===== src/rtl/burst_pkg.sv =====
package burst_pkg;
  localparam int unsigned BEAT_W = 2;

  typedef enum logic {
    ORD_LINEAR     = 1'b0,
    ORD_INTERLEAVE = 1'b1
  } burst_order_e;
endpackage


===== src/rtl/burst_start_reg.sv =====
module burst_start_reg
  import burst_pkg::*;
#(
  parameter int unsigned ADDR_W = 20
) (
  input  logic              clk_i,
  input  logic              rst_ni,
  input  logic              load_i,
  input  logic [ADDR_W-1:0] addr_i,
  input  logic              order_i,
  output logic [ADDR_W-1:0] base_o,
  output burst_order_e      order_o
);
  always_ff @(posedge clk_i or negedge rst_ni) begin
    if (!rst_ni) begin
      base_o  <= '0;
      order_o <= ORD_LINEAR;
    end else if (load_i) begin
      base_o  <= addr_i;
      order_o <= order_i ? ORD_INTERLEAVE : ORD_LINEAR;
    end
  end
endmodule


===== src/rtl/burst_beat_ctr.sv =====
module burst_beat_ctr
  import burst_pkg::*;
(
  input  logic              clk_i,
  input  logic              rst_ni,
  input  logic              load_i,
  input  logic              adv_i,
  output logic [BEAT_W-1:0] beat_o
);
  always_ff @(posedge clk_i or negedge rst_ni) begin
    if (!rst_ni)     beat_o <= '0;
    else if (load_i) beat_o <= '0;              // load wins over advance
    else if (adv_i)  beat_o <= beat_o + 1'b1;   // natural wrap modulo 2**BEAT_W
  end
endmodule


===== src/rtl/burst_order_map.sv =====
module burst_order_map
  import burst_pkg::*;
(
  input  logic [BEAT_W-1:0] start_i,
  input  logic [BEAT_W-1:0] beat_i,
  input  burst_order_e      order_i,
  output logic [BEAT_W-1:0] low_o
);
  logic [BEAT_W-1:0] lin_low;
  logic [BEAT_W-1:0] ilv_low;

  assign lin_low = start_i + beat_i;

  for (genvar b = 0; b < BEAT_W; b++) begin : g_ilv
    assign ilv_low[b] = start_i[b] ^ beat_i[b];
  end

  assign low_o = (order_i == ORD_INTERLEAVE) ? ilv_low : lin_low;
endmodule


===== src/rtl/burst_addr_gen.sv =====
module burst_addr_gen
  import burst_pkg::*;
#(
  parameter int unsigned ADDR_W = 20
) (
  input  logic              clk_i,
  input  logic              rst_ni,
  input  logic              cpu_strobe_i,
  input  logic              ctl_strobe_i,
  input  logic              adv_i,
  input  logic              order_i,
  input  logic [ADDR_W-1:0] addr_i,
  output logic [ADDR_W-1:0] burst_addr_o,
  output logic [BEAT_W-1:0] beat_o
);
  localparam int unsigned UPPER_W = ADDR_W - BEAT_W;

  logic              load;
  logic [ADDR_W-1:0] base_q;
  burst_order_e      order_q;
  logic [BEAT_W-1:0] low;

  assign load = cpu_strobe_i | ctl_strobe_i;

  burst_start_reg #(.ADDR_W(ADDR_W)) u_start (
    .clk_i  (clk_i),
    .rst_ni (rst_ni),
    .load_i (load),
    .addr_i (addr_i),
    .order_i(order_i),
    .base_o (base_q),
    .order_o(order_q)
  );

  burst_beat_ctr u_beat (
    .clk_i (clk_i),
    .rst_ni(rst_ni),
    .load_i(load),
    .adv_i (adv_i),
    .beat_o(beat_o)
  );

  burst_order_map u_map (
    .start_i(base_q[BEAT_W-1:0]),
    .beat_i (beat_o),
    .order_i(order_q),
    .low_o  (low)
  );

  assign burst_addr_o = {base_q[ADDR_W-1 -: UPPER_W], low};
endmodule


===== config.mk =====
export PLATFORM = sky130hd
export DESIGN_NAME = burst_addr_gen
export DESIGN_NICKNAME = d
export VERILOG_FILES = /design/src/rtl/burst_pkg.sv /design/src/rtl/burst_start_reg.sv /design/src/rtl/burst_beat_ctr.sv /design/src/rtl/burst_order_map.sv /design/src/rtl/burst_addr_gen.sv
export SDC_FILE = /design/constraint.sdc
export NUM_CORES = 1
export LEC_CHECK = 0
export CAP_MARGIN = 30
export CELL_PAD_IN_SITES_DETAIL_PLACEMENT = 0
export CELL_PAD_IN_SITES_GLOBAL_PLACEMENT = 1
export CORE_MARGIN = 3
export CORE_UTILIZATION = 33
export CTS_CLUSTER_SIZE = 24
export DETAILED_ROUTE_END_ITERATION = 10
export PLACE_DENSITY = 0.93
export SETUP_SLACK_MARGIN = 0.4
export SLEW_MARGIN = 10
export SYNTH_ARGS = -nofsm -noshare
export SYNTH_HDL_FRONTEND = slang
export SYNTH_HIERARCHICAL = 1
export SYNTH_SLANG_ARGS = --single-unit

===== constraint.sdc =====
create_clock -name clk_i -period 1.5 [get_ports clk_i]
set_input_delay 0.225 -clock clk_i [delete_from_list [all_inputs] [get_ports clk_i]]
set_output_delay 0.225 -clock clk_i [all_outputs]
set_load 0.02 [all_outputs]

==> out/metrics.cfg <==
[run_status]
status=finished, violations left
violations=setup timing

[cells_and_area]
multiInputGateArea_um2=431.7
regArea_um2=576.8
most-common-layout-cells=buf_6 (25), clkdlybuf4s50_1 (23), dfrtp_1 (22)
fin_area_mm2=0.001813
final.fill_count=204
final_common_cell=buf_6
diodes=0
area_growth_pct=82.95
nNetsFinal=158
utilization_pct=64.63
drive_gt1_share_pct=60.00

[die]
initial_utilization_pct=35.33
core-area_mm2=0.002805
pin_count=48
rows=19
die_h_um=60.80
die_area_mm2=0.003697
die_w_um=60.80

[flow_run]
drv_cap=0

[grt]
grt_pass1_wl_um=3505
gr-total-overflow=0
grt_util_all_layers_pct=13.23
antenna_found_initial=0
grt_max_degree=24
grt_pass1_vias=757

[drt]
routed_wl_um=2286
first_iter_violations=9
routed-via-count=724
drcViolationCount=0
wl_per_cell_um=14.20
dr.pass1.iters=2
vias_per_cell=4.497
ant_nets=0

[pwr]
switching_share_pct=25.66
internal_power_mw=1.074
comb_power_share_pct=32.0
pwr-share-seq_pct=49.1
p_sw_mw=0.3707
p_clk_share_pct=18.9
powerDensity_mw_per_mm2=796.9
ir_drop_v=0.0006318
leakage_nw=0.8818

[placement]
place_hpwl_um=1709
place_ws_ns=-0.1710
placed_area_mm2=0.001618
gp_congestion=0.6742
portBuffers=47

[sta]
fmax_mhz=658.3
setup_tns_ns=-0.01918
skew_ns=0.0001038
hold_violations=0
rsz0062_at_grt=yes
relSlewSlack_pct=80.27
worst_slack_ns=-0.01918
final_max_slew_viol_count=0
finalCriticalPeriod_ns=1.519
finalSetupViolCount=1
period_share_pct=101.3
worst_slew_pin_slew_ns=0.2959

[worst_setup_path]
arrival_ns=1.29
critPathKind=reg -> out
cp.required_ns=1.27
startpoint_type=flip-flop
crit_path_end_kind=primary output
path_max_fanout=2

[logic_synthesis]
synthesis.area_um2=991.0
yosysUniqueCellTypes=12
yosysSeqAreaShare_pct=58.08
yosysTopAreaCell=dfrtp_1
syn_avg_cell_area_um2=17.70
synthTopCellsByArea=dfrtp_1 (58%), mux2_4 (30%), xnor2_1 (2.7%)
yosys.area.top_type_share_pct=58.08
ys_seq_elements=23
syn_inst=56
yosysWarnings=6
synth_fp_nets=83

[cts]
cts_tree=done
insertion_delay_ns=0.30
cts_sinks=23
cts.path.max_buffers=2
clockRootBuffer=clkbuf_4
cts_buffers=3
htree_levels=1
clk_pin_slew_ns=0.12

[min_path]
hold_path.class=in -> async

worst paths after layout:
check / slack [ns] / endpoint / start / cells after the start
max in group asynchronous: 0.99 / u_beat/beat_o[0] / rst_ni / 2
max reg2reg: 0.30 / u_beat/beat_o[1] / u_beat/beat_o[1] / 5
min: 0.27 / u_beat/beat_o[0] / rst_ni / 2
min in group clk_i: 0.52 / u_start/base_o[17] / cpu_strobe_i / 3
max: -0.02 / burst_addr_o[1] / u_beat/beat_o[1] / 3
min reg2reg: 0.55 / u_start/base_o[9] / u_start/base_o[9] / 1
repair_timing:
action | CTS | global route
pin swaps | 3 | 0
gates cloned | 1 | 0
resized for setup | 107 | 31
hold buffers | 0 | 0
setup buffers | 4 | 10
setup endpoints to repair | 42 | 22
layer usage:
layer  wire (µm)  global-route usage, %
met1         840                  14.40
met2        1299                  24.12
met3         112                  3.404
met4          34                  5.573
met5           0                      0
through the flow:
step	hold WS, ns	total power [mW]	cells
4_1_cts	0.2647	1.393	151
3_3_place_gp	0.4915	1.109	142
2_1_floorplan	-0.07059	0.8987	56
5_1_grt	0.2700	1.516	161
3_5_place_dp	0.4922	1.120	142
6_report	0.2654	1.445	161
flip-flops by register name, summed over array words and instances, names as in the netlist:
register / cells
u_beat/beat_o: 2
u_start/order_o: 1
u_start/base_o: 20
cell usage after synthesis:
cell type / instances
a21oi_2: 1
or2_1: 1
buf_6: 2
nor2b_1: 1
nand3b_1: 1
ha_1: 1
mux2_4: 20
a21bo_1: 1
mux2_2: 1
nor2_1: 1
dfrtp_1: 23
xnor2_1: 3
worst max-delay path, cell delays in order, from the launching register on:
cell	delay [ns]
dfrtp_1	0.44
xnor2_2	0.28
xnor2_4	0.15
buf_6	0.13
power by group through the flow:
stage               Sequential, mW  Combinational (mW)  Clock, mW
detailed placement           0.713               0.408          0
CTS                          0.702               0.404      0.287
finish                       0.709               0.463      0.273
global placement             0.709               0.400          0
floorplan                    0.764               0.135          0
global route                 0.715               0.491      0.311
cell type report:
class	instances	area share, %
repair buffers	72	40.79
flip-flops and latches	23	31.82
multi-input cells	31	23.81
well taps	31	2.139
clock buffers	4	1.449
kinds of logic after synthesis:
logic type / synth area share, %
AOI/OAI and AO/OA: 1.894
adders and majority gates: 1.262
DFF: 58.08
xor gates and xnor gates: 2.652
buffers and inverters: 2.273
and+or+nand+nor: 2.400
muxes: 31.44
Power figures use the tool's default switching activity.
